==> config.mk <==
export PLATFORM = sky130hd
export DESIGN_NAME = stby_pwr_ctrl
export DESIGN_NICKNAME = d
export VERILOG_FILES = /design/src/rtl/stby_pwr_pkg.sv /design/src/rtl/stby_cfg_regs.sv /design/src/rtl/stby_fsm.sv /design/src/rtl/stby_bus_ctl.sv /design/src/rtl/stby_pwr_ctrl.sv
export SDC_FILE = /design/constraint.sdc
export NUM_CORES = 1
export LEC_CHECK = 0
export ABC_AREA = 0
export BUFFER_PORTS_ARGS = -buffer_cell sky130_fd_sc_hd__clkbuf_2
export CORE_ASPECT_RATIO = 1.75
export CORE_MARGIN = 10
export CORE_UTILIZATION = 30
export DETAILED_ROUTE_END_ITERATION = 6
export SYNTH_ARGS = -nofsm -noshare
export SYNTH_HDL_FRONTEND = slang
export SYNTH_SLANG_ARGS = --single-unit
==> constraint.sdc <==
create_clock -name clk -period 4.8 [get_ports clk]
set_input_delay 0.24 -clock clk [delete_from_list [all_inputs] [get_ports clk]]
set_output_delay 0.24 -clock clk [all_outputs]
set_load 0.01 [all_outputs]
==> src/rtl/stby_pwr_pkg.sv <==
package stby_pwr_pkg;

    localparam int SETTLE_W = 19;

    typedef enum logic [1:0] {
        PM_NORMAL = 2'b00,
        PM_SLEEP  = 2'b01,
        PM_STBY   = 2'b10,
        PM_SETTLE = 2'b11
    } pm_mode_e;

    typedef struct packed {
        logic       stby_en;
        logic [2:0] settle_sel;
        logic       hold_bus;
    } pm_cfg_t;

    localparam logic [2:0] SEL_RESERVED = 3'd7;

    // Settling length in clock cycles for a code, already scaled down.
    function automatic logic [SETTLE_W-1:0] settle_cycles(input logic [2:0] sel,
                                                          input int unsigned shift);
        logic [SETTLE_W-1:0] base;
        case (sel)
            3'd6:    base = SETTLE_W'(1024);
            3'd7:    base = SETTLE_W'(262144);
            default: base = SETTLE_W'(8192) << sel;
        endcase
        return base >> shift;
    endfunction

endpackage

==> src/rtl/stby_cfg_regs.sv <==
module stby_cfg_regs
    import stby_pwr_pkg::*;
(
    input  logic    clk,
    input  logic    rst,
    input  logic    we,
    input  pm_cfg_t wdata,
    output pm_cfg_t cfg
);

    always_ff @(posedge clk) begin
        if (rst) begin
            cfg <= '0;
        end else if (we) begin
            cfg <= wdata;
        end
    end

endmodule

==> src/rtl/stby_fsm.sv <==
module stby_fsm
    import stby_pwr_pkg::*;
#(
    parameter int unsigned SCALE_LOG2 = 0
) (
    input  logic       clk,
    input  logic       rst,
    input  logic       sleep_req,
    input  logic       wake_irq,
    input  logic       any_irq,
    input  logic       stby_en,
    input  logic [2:0] settle_sel,
    output pm_mode_e   mode,
    output logic       settle_illegal
);

    logic [SETTLE_W-1:0] cnt;
    logic [SETTLE_W-1:0] limit;

    assign limit          = settle_cycles(settle_sel, SCALE_LOG2);
    assign settle_illegal = (settle_sel == SEL_RESERVED);

    always_ff @(posedge clk) begin
        if (rst) begin
            mode <= PM_NORMAL;
            cnt  <= '0;
        end else begin
            case (mode)
                PM_NORMAL: if (sleep_req) mode <= stby_en ? PM_STBY : PM_SLEEP;
                PM_SLEEP:  if (any_irq)   mode <= PM_NORMAL;
                PM_STBY: begin
                    if (wake_irq) begin
                        mode <= PM_SETTLE;
                        cnt  <= '0;
                    end
                end
                PM_SETTLE: begin
                    if (cnt == limit - SETTLE_W'(1)) mode <= PM_NORMAL;
                    else                             cnt  <= cnt + SETTLE_W'(1);
                end
                default: mode <= PM_NORMAL;
            endcase
        end
    end

    assert_sleep_target_R1: assert property (@(posedge clk) disable iff (rst)
        (mode == PM_NORMAL && sleep_req) |=> (mode == ($past(stby_en) ? PM_STBY : PM_SLEEP)));

    assert_settle_bound_R3: assert property (@(posedge clk) disable iff (rst)
        (mode == PM_SETTLE) |-> (cnt < limit));

    assert_wake_settle_R5: assert property (@(posedge clk) disable iff (rst)
        (mode == PM_STBY && wake_irq) |=> (mode == PM_SETTLE));

    assert_sleep_exit_R6: assert property (@(posedge clk) disable iff (rst)
        (mode == PM_SLEEP && any_irq) |=> (mode == PM_NORMAL));

    assert_stby_ignores_irq_R6: assert property (@(posedge clk) disable iff (rst)
        (mode == PM_STBY && !wake_irq) |=> (mode == PM_STBY));

endmodule

==> src/rtl/stby_bus_ctl.sv <==
module stby_bus_ctl
    import stby_pwr_pkg::*;
#(
    parameter int ADDR_W = 16,
    parameter int CTRL_W = 4
) (
    input  logic              clk,
    input  logic              rst,
    input  pm_mode_e          mode,
    input  logic              hold_bus,
    input  logic [ADDR_W-1:0] addr_in,
    input  logic [CTRL_W-1:0] ctrl_in,
    output logic [ADDR_W-1:0] addr_out,
    output logic              addr_oe,
    output logic [CTRL_W-1:0] ctrl_out,
    output logic              ctrl_oe
);

    logic [ADDR_W-1:0] addr_last;
    logic              in_stby;

    assign in_stby = (mode == PM_STBY);

    always_ff @(posedge clk) begin
        if (rst)           addr_last <= '0;
        else if (!in_stby) addr_last <= addr_in;
    end

    always_comb begin
        addr_out = addr_in;
        ctrl_out = ctrl_in;
        addr_oe  = 1'b1;
        ctrl_oe  = 1'b1;
        if (in_stby) begin
            addr_out = addr_last;
            ctrl_out = '1;
            addr_oe  = hold_bus;
            ctrl_oe  = hold_bus;
        end
    end

    assert_float_bus_R7: assert property (@(posedge clk) disable iff (rst)
        (in_stby && !hold_bus) |-> (!addr_oe && !ctrl_oe));

    assert_hold_addr_R8: assert property (@(posedge clk) disable iff (rst)
        (in_stby && $past(in_stby) && hold_bus) |-> ($stable(addr_out) && addr_oe && (&ctrl_out)));

    assert_pass_bus_R9: assert property (@(posedge clk) disable iff (rst)
        (!in_stby) |-> (addr_out == addr_in && ctrl_out == ctrl_in && addr_oe && ctrl_oe));

endmodule

==> src/rtl/stby_pwr_ctrl.sv <==
module stby_pwr_ctrl
    import stby_pwr_pkg::*;
#(
    parameter int          ADDR_W     = 16,
    parameter int          CTRL_W     = 4,
    parameter int unsigned SCALE_LOG2 = 0
) (
    input  logic              clk,
    input  logic              rst,
    input  logic              cfg_we,
    input  logic              cfg_stby_en,
    input  logic [2:0]        cfg_settle_sel,
    input  logic              cfg_hold_bus,
    input  logic              sleep_req,
    input  logic              wake_irq,
    input  logic              any_irq,
    input  logic [ADDR_W-1:0] addr_in,
    input  logic [CTRL_W-1:0] ctrl_in,
    output logic              stby_en,
    output logic [2:0]        settle_sel,
    output logic              hold_bus,
    output logic              settle_illegal,
    output logic [1:0]        mode,
    output logic              cpu_clk_en,
    output logic [ADDR_W-1:0] addr_out,
    output logic              addr_oe,
    output logic [CTRL_W-1:0] ctrl_out,
    output logic              ctrl_oe
);

    pm_cfg_t  wr_cfg;
    pm_cfg_t  cur_cfg;
    pm_mode_e cur_mode;

    assign wr_cfg = '{stby_en: cfg_stby_en, settle_sel: cfg_settle_sel, hold_bus: cfg_hold_bus};

    stby_cfg_regs u_regs (
        .clk   (clk),
        .rst   (rst),
        .we    (cfg_we),
        .wdata (wr_cfg),
        .cfg   (cur_cfg)
    );

    stby_fsm #(.SCALE_LOG2(SCALE_LOG2)) u_fsm (
        .clk            (clk),
        .rst            (rst),
        .sleep_req      (sleep_req),
        .wake_irq       (wake_irq),
        .any_irq        (any_irq),
        .stby_en        (cur_cfg.stby_en),
        .settle_sel     (cur_cfg.settle_sel),
        .mode           (cur_mode),
        .settle_illegal (settle_illegal)
    );

    stby_bus_ctl #(.ADDR_W(ADDR_W), .CTRL_W(CTRL_W)) u_bus (
        .clk      (clk),
        .rst      (rst),
        .mode     (cur_mode),
        .hold_bus (cur_cfg.hold_bus),
        .addr_in  (addr_in),
        .ctrl_in  (ctrl_in),
        .addr_out (addr_out),
        .addr_oe  (addr_oe),
        .ctrl_out (ctrl_out),
        .ctrl_oe  (ctrl_oe)
    );

    assign stby_en    = cur_cfg.stby_en;
    assign settle_sel = cur_cfg.settle_sel;
    assign hold_bus   = cur_cfg.hold_bus;
    assign mode       = cur_mode;
    assign cpu_clk_en = (cur_mode == PM_NORMAL);

    assert_keep_stby_R2: assert property (@(posedge clk) disable iff (rst)
        (cur_mode == PM_SETTLE && !cfg_we) |=> stby_en);

    assert_no_spurious_sleep_R11: assert property (@(posedge clk) disable iff (rst)
        (cur_mode == PM_SETTLE && sleep_req) |=> (cur_mode inside {PM_SETTLE, PM_NORMAL}));

endmodule

==> flow_summary.toml, run 1 <==
[run_status]
status = "completed"

[logic_synthesis]
synthDistinctLibCells = 43
syn_area_um2 = 2200
syn_avg_cell_area_um2 = 8.98
ys_seq_area_share_pct = 38.2
yosysTopAreaCell = "dfxtp_1"
synthCells = 245
ys_warn_count = 0
synth_top_cell_area_share_pct = 38.2
ys_seq_elements = 42
synthesis.nets = 277
synthTopCellsByArea = "dfxtp_1 (38%), mux2_2 (8.7%), mux2i_1 (5.5%)"

[route]
route.detailed.drc = 0
wl_um = 5530
drtIter0Drc = 43
first_pass_iters = 4
via_count = 1952
wl_per_cell_um = 14.5
vias_per_cell = 5.14
drtAntennaViolNets = 0

[job]
drv_cap = 0

[die]
initial_core_util_pct = 30.6
core_um2 = 7180
die_w_um = 84.7
rows = 41
die-area_um2 = 11300
die_h_um = 133
io_pins = 62

[timing]
finalSetupTns_ns = 0
hold_viol_final = 0
slew_headroom_pct = 30.2
period_needed_ns = 2.70
whs_ns = 0.186
fmaxAchievable_mhz = 371
fin_skew_ns = 0.00342
rsz0062_at_grt = "no"
maxSlewViolCount = 0
setup_viol = 0
tightest_slew_ns = 1.05
period_share_pct = 56.2

[global_routing]
grt.total_usage_pct = 9.89
grt_pass1_vias = 2012
grt_pass1_wl_um = 9350
grt-ovfl-total = 0
grt_max_degree = 29
antenna_found_initial = 0

[worst_setup_path]
cpLargestDelayFamily = "simple AND/OR/NAND/NOR gates"
critPathMostFrequentCell = "mux2i_1"
slowest_delay_ns = 0.81
worstSetupStartpointType = "flip-flop"
arrival_ns = 2.86
r2r_setup_slack_ns = 2.10
crit_path_end_kind = "flip-flop"
path_buf_inv = 0
crit_type = "reg -> reg"
worstPathCellList = "or4b_1, mux2i_1, o221a_2, and4_1, nor4_1, mux2i_1"
cp_max_fo = 28
required_ns = 4.96
critPathSlowestCell = "and4_1"

[clocking]
clock_latency_ns = 0.29
numCtsBuffers = 5
cts.htree.levels = 2
cts_resized = 0
clock_sinks = 42
clockBufferDepth = 2
cts_tree = "built"
cts_root_buf = "clkbuf_16"
cts_hold_buf = 0
post_cts_buffers = 0
path_clk_slew_ns = 0.06

[cells_and_area]
n_antenna_cell = 0
drive_gt1_share_pct = 32.3
syn_to_final_growth_pct = 22.8
fillers = 742
fin_nets = 325

[worst_hold_path]
hold_path_class = "in -> reg"

[place]
port_buffers = 61
hpwl_um = 4280
gp_routability_congestion = 0.762

[power]
leakage_uw = 0.00106
p_per_area_nw_per_um2 = 340
peakVddDrop_mv = 0.297
## per-stage QoR
| stage | power (µW) | utilization, % | cell area (µm²) | std cells | setup WS, ns |
|---|---|---|---|---|---|
| finish | 918 | 37.6 | 2700 | 380 | 2.10 |
| global route | 954 | 37.6 | 2700 | 380 | 1.87 |
| CTS | 933 | 37.6 | 2700 | 380 | 2.10 |
| detailed placement | 478 | 34.8 | 2500 | 372 | 2.11 |
| global placement | 476 | 34.8 | 2500 | 372 | 2.17 |
| floorplan | 438 | - | 2200 | 245 | 2.66 |
## final cells by class
cell class                 count  area [µm²]  share of cell area [%]
clock inverter                 2        60.1                    2.22
clock buffer                   6         139                    5.14
tap                           86         108                    3.98
multi-input combinational    180        1230                    45.7
inverter                       2        7.51                   0.278
sequential                    42         841                    31.1
timing repair buffer          62         313                    11.6
## path summary, 6_finish.rpt
kind | depth (start not counted) | to | from
worst max-delay path | 6 | u_fsm.cnt[13] | u_regs.cfg[3]
worst min-delay path | 3 | u_regs.cfg[3] | cfg_settle_sel[2]
worst max register to register | 6 | u_fsm.cnt[13] | u_regs.cfg[3]
worst min register to register | 2 | u_fsm.cnt[18] | u_fsm.cnt[18]
## power breakdown
group	internal [µW]	total [µW]	switching, µW	leakage (µW)
clock network	312	451	139	0.0000971
registers	361	373	11.4	0.000344
logic	47.4	94.6	47.2	0.000618
total	721	918	198	0.00106
## state kept, by name (all words and copies together) (netlist names)
name,count
u_fsm.mode,2
u_regs.cfg,5
u_bus.addr_last,16
u_fsm.cnt,19
## cell families (layout without fill, tap and decap cells)
logic type                 count (synthesis)  in the layout  synth area share (%)
DFF                                       42             42                  38.2
buffers and inverters                     23             72                  5.80
and+or+nand+nor                          109            109                  29.1
AOI/OAI and AO/OA                         40             40                  11.8
adders and majority gates                  1              1                 0.569
muxes                                     29             29                  14.2
xor gates and xnor gates                   1              1                 0.398
## cell usage in the layout (no fill, tap or decap), drive strengths merged, types with 9 or more instances in the layout
cell,synthesis,layout
o31ai,9,9
mux2,17,17
nand2b,9,9
nand3,11,11
dfxtp,42,42
clkbuf,10,67
nor2b,18,18
a21oi,14,14
nand2,13,13
nor2,11,11
mux2i,12,12
or4,9,9
## routing by layer
| metal | wire length (µm) | share of wire [%] | track usage [%] |
|---|---|---|---|
| met5 | 0 | 0 | 0 |
| met2 | 2950 | 53 | 17.7 |
| met3 | 414 | 7.5 | 3.85 |
| met4 | 129 | 2.3 | 4.78 |
| met1 | 2030 | 37 | 9.50 |
## cell usage after synthesis, drive strengths merged
cell type	count
a211oi	2
a21boi	1
a21o	2
a21oi	14
a221oi	1
a311o	1
and2	2
and3	4
and4	2
buf	11
clkbuf	10
dfxtp	42
ha	1
inv	2
mux2	17
mux2i	12
nand2	13
nand2b	9
nand3	11
nand4	7
nand4b	1
nor2	11
nor2b	18
nor3	8
nor4	3
nor4b	2
nor4bb	2
o21a	2
o21ai	6
o221a	1
o31a	1
o31ai	9
or2	5
or3	1
or4	9
or4b	1
xor2	1
## worst min-delay path: cells and delay by family
kind	cells	cell delay [ns]
buffers and inverters	1	0.08
and+or+nand+nor	1	0.07
muxes	1	0.05
Note: power is estimated with default switching activity, not from simulation.
==> inputs of run 2 (changes only) <==
clock period = 2.7 ns   (was 4.8 ns; I/O delays follow)
==> run 2 against run 1 <==
Register-to-register slack worse by 1.7 ns. Hold slack got worse by 0.099 ns. Maximum frequency grew 17%. Count of clock-buffer cells in the layout did not move. Global-route usage down 0.26 points. Highest routed layer unchanged. Wire length grew 0.18%. Critical path type unchanged. Critical path depth up 1.
==> flow_summary.toml, run 2 (synthesized netlist as in run 1, its figures left out) <==
[global_routing]
globalRoute.busiestLayer = "met2"
gr-usage-met1_pct = 8.70
grt_max_degree = 29
grt-ovfl-total = 0
antenna_found_initial = 0
grt_use_met3_pct = 4.21
grt_pass1_vias = 2006
grt_use_met2_pct = 18.1
grt.total_usage_pct = 9.62
grt_pass1_wl_um = 9250

[power]
intPower_uw = 1280
p_per_area_nw_per_um2 = 599
leakage_uw = 0.00108
peakVddDrop_mv = 0.488
switching_share_pct = 21.6
power.net_switching_uw = 354
seq_power_share_pct = 40.5
power_frac_comb_pct = 10.4
clockPowerShare_pct = 49.2

[cells_and_area]
final-seq-area_um2 = 841
fin_nets = 329
stdcell_count = 384
syn_to_final_growth_pct = 24.2
fillers = 755
finalInstanceArea_um2 = 2730
drive_gt1_share_pct = 33.2
reg.largest.list = "u_fsm.cnt x19, u_bus.addr_last x16, u_regs.cfg x5"
largest_reg_flops = 19
n_antenna_cell = 0
largest_register = "u_fsm.cnt"
multi_input_area_um2 = 1230
fin_util_pct = 38.0
final_cell_mix = "clkbuf_2 (61), dfxtp_1 (42), mux2_2 (17), nor2b_1 (17), a21oi_1 (14)"
final_common_cell = "clkbuf_2"

[die]
initial_core_util_pct = 30.6
rows = 41
core_um2 = 7180
io_pins = 62
die_w_um = 84.7
die_h_um = 133
die-area_um2 = 11300

[timing]
finalSetupTns_ns = 0
period_needed_ns = 2.31
period_share_pct = 85.6
tightest_slew_ns = 0.531
maxSlewViolCount = 0
setup_viol = 0
rsz0062_at_grt = "no"
hold_viol_final = 0
fmaxAchievable_mhz = 433
fin_skew_ns = 0.00346
slew_headroom_pct = 64.6

[route]
wl_per_cell_um = 14.4
drtIter0Drc = 58
route.detailed.drc = 0
via_count = 1949
wl_um = 5540
first_pass_iters = 4
drtAntennaViolNets = 0
vias_per_cell = 5.08

[worst_hold_path]
hold_path_class = "in -> reg"

[worst_setup_path]
worstSetupStartpointType = "flip-flop"
cp_max_fo = 28
reg2reg_to = "u_fsm.cnt[11]"
r2r_setup_slack_ns = 0.39
critical_path.startpoint = "u_regs.cfg[3]"
required_ns = 2.91
arrival_ns = 2.52
worstReg2RegStart = "u_regs.cfg[3]"
worst-r2r-cell-count = 7
crit_path_end_kind = "flip-flop"
crit_type = "reg -> reg"
endpoint = "u_fsm.cnt[11]"

[place]
placed_cell_area_um2 = 2530
placedCellCount = 376
hpwl_um = 4290
port_buffers = 61
gp_routability_congestion = 0.762

[clocking]
clock_latency_ns = 0.29
numCtsBuffers = 5
cts.htree.levels = 2
cts_root_buf = "clkbuf_16"
cts_resized = 0
clockBufferDepth = 2
clock_sinks = 42
cts_hold_buf = 0
cts_tree = "built"
post_cts_buffers = 0
path_clk_slew_ns = 0.06

[job]
drv_cap = 0

[run_status]
status = "completed"
==> run 2: worst min path at each step <==
stage,start,end,cells past startpoint
after CTS,cfg_settle_sel[1],u_regs.cfg[2],3
after detailed placement,cfg_settle_sel[1],u_regs.cfg[2],3
after floorplan,cfg_hold_bus,u_regs.cfg[0],2
after global routing,cfg_settle_sel[0],u_regs.cfg[1],3
final,cfg_settle_sel[1],u_regs.cfg[2],3
after global placement,cfg_hold_bus,u_regs.cfg[0],3
==> run 2: per-stage QoR <==
stage,hold slack (ns),power (µW),setup slack [ns]
finish,0.0871,1640,0.390
global route,0.0987,1690,0.202
CTS,0.0845,1660,0.384
detailed placement,0.383,850,0.409
global placement,0.372,847,0.450
floorplan,0.282,779,0.565
==> run 2: power by group through the flow <==
stage | Clock, µW | Sequential (µW) | Combinational, µW
final | 805 | 663 | 170
after global placement | 0 | 676 | 172
after floorplan | 0 | 666 | 114
after detailed placement | 0 | 676 | 174
after CTS | 819 | 663 | 175
after global routing | 834 | 665 | 189
==> run 2: cell type report <==
type,instances,share of cell area [%]
timing repair buffer,66,12.6
inverter,2,0.275
tap,86,3.94
sequential,42,30.8
clock buffer,6,5.08
multi-input combinational,180,45.2
clock inverter,2,2.20
==> run 2: per-layer routing <==
layer  wire [µm]  share of wire [%]
met1        2070                 37
met5           0                  0
met2        2940                 53
met4          89                1.6
met3         435                7.9
==> run 2: worst max-delay path, stage by stage, from the launching register on <==
cell	delay, ns
dfxtp_1	0.58
xor2_1	0.15
o21a_1	0.19
o221a_2	0.27
and4_1	0.20
buf_4	0.21
or4_1	0.48
a21oi_1	0.15
==> inputs of run 3 (changes only) <==
CTS_BUF_LIST = sky130_fd_sc_hd__clkbuf_8   (was default)
==> run 3 against run 2 <==
Sequential share of layout area grew 0.65 points. Die area is the same. Critical endpoint unchanged. Count of clock-buffer cells in the layout is the same. Register-to-register slack is essentially flat. Largest cell class unchanged. Clock power shrank 23%. Non-clock buffer count is the same. Via count shrank 0.41%. Total power shrank 11%. Final area shrank 2.1%. Sequential power is essentially flat. Clock skew is essentially flat. Largest power group is now sequential cells. Global-route usage is essentially flat.
==> flow_summary.toml, run 3 (synthesized netlist as in run 1, its figures left out) <==
[run_status]
status = "completed"

[route]
drtIter0Drc = 69
wl_per_cell_um = 14.3
wl_um = 5490
drtAntennaViolNets = 0
via_count = 1941
first_pass_iters = 4
vias_per_cell = 5.05
route.detailed.drc = 0

[cells_and_area]
largest_register = "u_fsm.cnt"
final_common_cell = "clkbuf_2"
fin_nets = 329
drive_gt1_share_pct = 33.2
final_cell_mix = "clkbuf_2 (61), dfxtp_1 (42), mux2_2 (17), nor2b_1 (17), a21oi_1 (14)"
reg.largest.list = "u_fsm.cnt x19, u_bus.addr_last x16, u_regs.cfg x5"
largest_reg_flops = 19
final-seq-area_um2 = 841
fillers = 755
finalInstanceArea_um2 = 2680
n_antenna_cell = 0
multi_input_area_um2 = 1230
syn_to_final_growth_pct = 21.6

[worst_setup_path]
crit_type = "reg -> reg"
crit_path_end_kind = "flip-flop"
worstPathCellList = "xor2_1, o21a_1, o221a_2, and4_1, buf_4, or4_1, a21oi_1"
cp_max_fo = 28
worstSetupStartpointType = "flip-flop"
slowest_delay_ns = 0.59
r2r_setup_slack_ns = 0.38
critPathSlowestCell = "dfxtp_1"
required_ns = 2.93
arrival_ns = 2.55

[power]
leakage_uw = 0.00106
total_power_uw = 1450
p_per_area_nw_per_um2 = 543
peakVddDrop_mv = 0.472

[clocking]
path_clk_slew_ns = 0.08
post_cts_buffers = 0
clock_latency_ns = 0.30
clock_sinks = 42
clockBufferDepth = 2
numCtsBuffers = 5
cts_tree = "built"
cts_root_buf = "clkbuf_8"
cts_resized = 0
cts_hold_buf = 0
cts.htree.levels = 2

[place]
gp_routability_congestion = 0.762
pre_cts_slack_ns = 0.409
hpwl_um = 4290
port_buffers = 61
placed_cell_area_um2 = 2530

[die]
die-area_um2 = 11300
core_um2 = 7180
initial_core_util_pct = 30.6
rows = 41
io_pins = 62
die_h_um = 133
die_w_um = 84.7

[global_routing]
grt.total_usage_pct = 9.57
grt_pass1_vias = 1990
grt_max_degree = 29
antenna_found_initial = 0
grt_pass1_wl_um = 9180
grt-ovfl-total = 0

[timing]
slew_headroom_pct = 64.7
setup_viol = 0
whs_ns = 0.0677
finalSetupTns_ns = 0
hold_viol_final = 0
period_share_pct = 85.7
fmaxAchievable_mhz = 432
fin_skew_ns = 0.00384
maxSlewViolCount = 0
tightest_slew_ns = 0.529
period_needed_ns = 2.32
worst_slack_ns = 0.385
rsz0062_at_grt = "no"

[worst_hold_path]
hold_path_class = "in -> reg"

[job]
drv_cap = 0
## run 3: cell types whose count changed in the layout (fill, tap and decap cells not counted)
cell       before  now
clkbuf_16       5    0
clkbuf_8        1    6
## run 3: worst paths after layout
check	endpoint	cells after the start	start
worst max-delay path	u_fsm.cnt[11]	7	u_regs.cfg[3]
worst min-delay path	u_regs.cfg[2]	3	cfg_settle_sel[1]
worst min register to register	u_fsm.cnt[18]	2	u_fsm.cnt[18]
worst max register to register	u_fsm.cnt[11]	7	u_regs.cfg[3]
## run 3: power breakdown
part	internal, µW	leakage, µW	switching (µW)
Clock	394	0.0000714	227
Sequential	641	0.000344	20.6
Combinational	86.0	0.000640	83.4
Total	1120	0.00106	331
## run 3: critical path, delay by kind of cell, from the launching register on
kind / cells / cell delay (ns)
simple gates: 2 / 0.68
flops: 1 / 0.59
xor+xnor: 1 / 0.15
compound gates: 3 / 0.61
buf+inv: 1 / 0.21
## run 3: final cells by class
cell class | count | share of cell area, %
clock buffers | 6 | 3.09
clock inverters | 2 | 2.25
inverters | 2 | 0.281
multi-input cells | 180 | 46.1
flip-flops and latches | 42 | 31.4
well taps | 86 | 4.02
repair buffers | 66 | 12.8
## run 3: per-layer routing
| layer | vias up | wire, µm | share of wire (%) | track usage, % |
|---|---|---|---|---|
| met1 | 893 | 2020 | 37 | 8.60 |
| met4 | 0 | 84 | 1.5 | 3.58 |
| met2 | 52 | 2950 | 54 | 18.0 |
| met5 | - | 0 | 0 | 0 |
| met3 | 5 | 433 | 7.9 | 4.21 |
| li1 | 991 | - | - | - |
## run 3: through the flow
step | utilization [%] | cells
2_1_floorplan | - | 245
5_1_grt | 37.2 | 384
3_3_place_gp | 35.3 | 376
3_5_place_dp | 35.3 | 376
4_1_cts | 37.2 | 384
6_report | 37.2 | 384
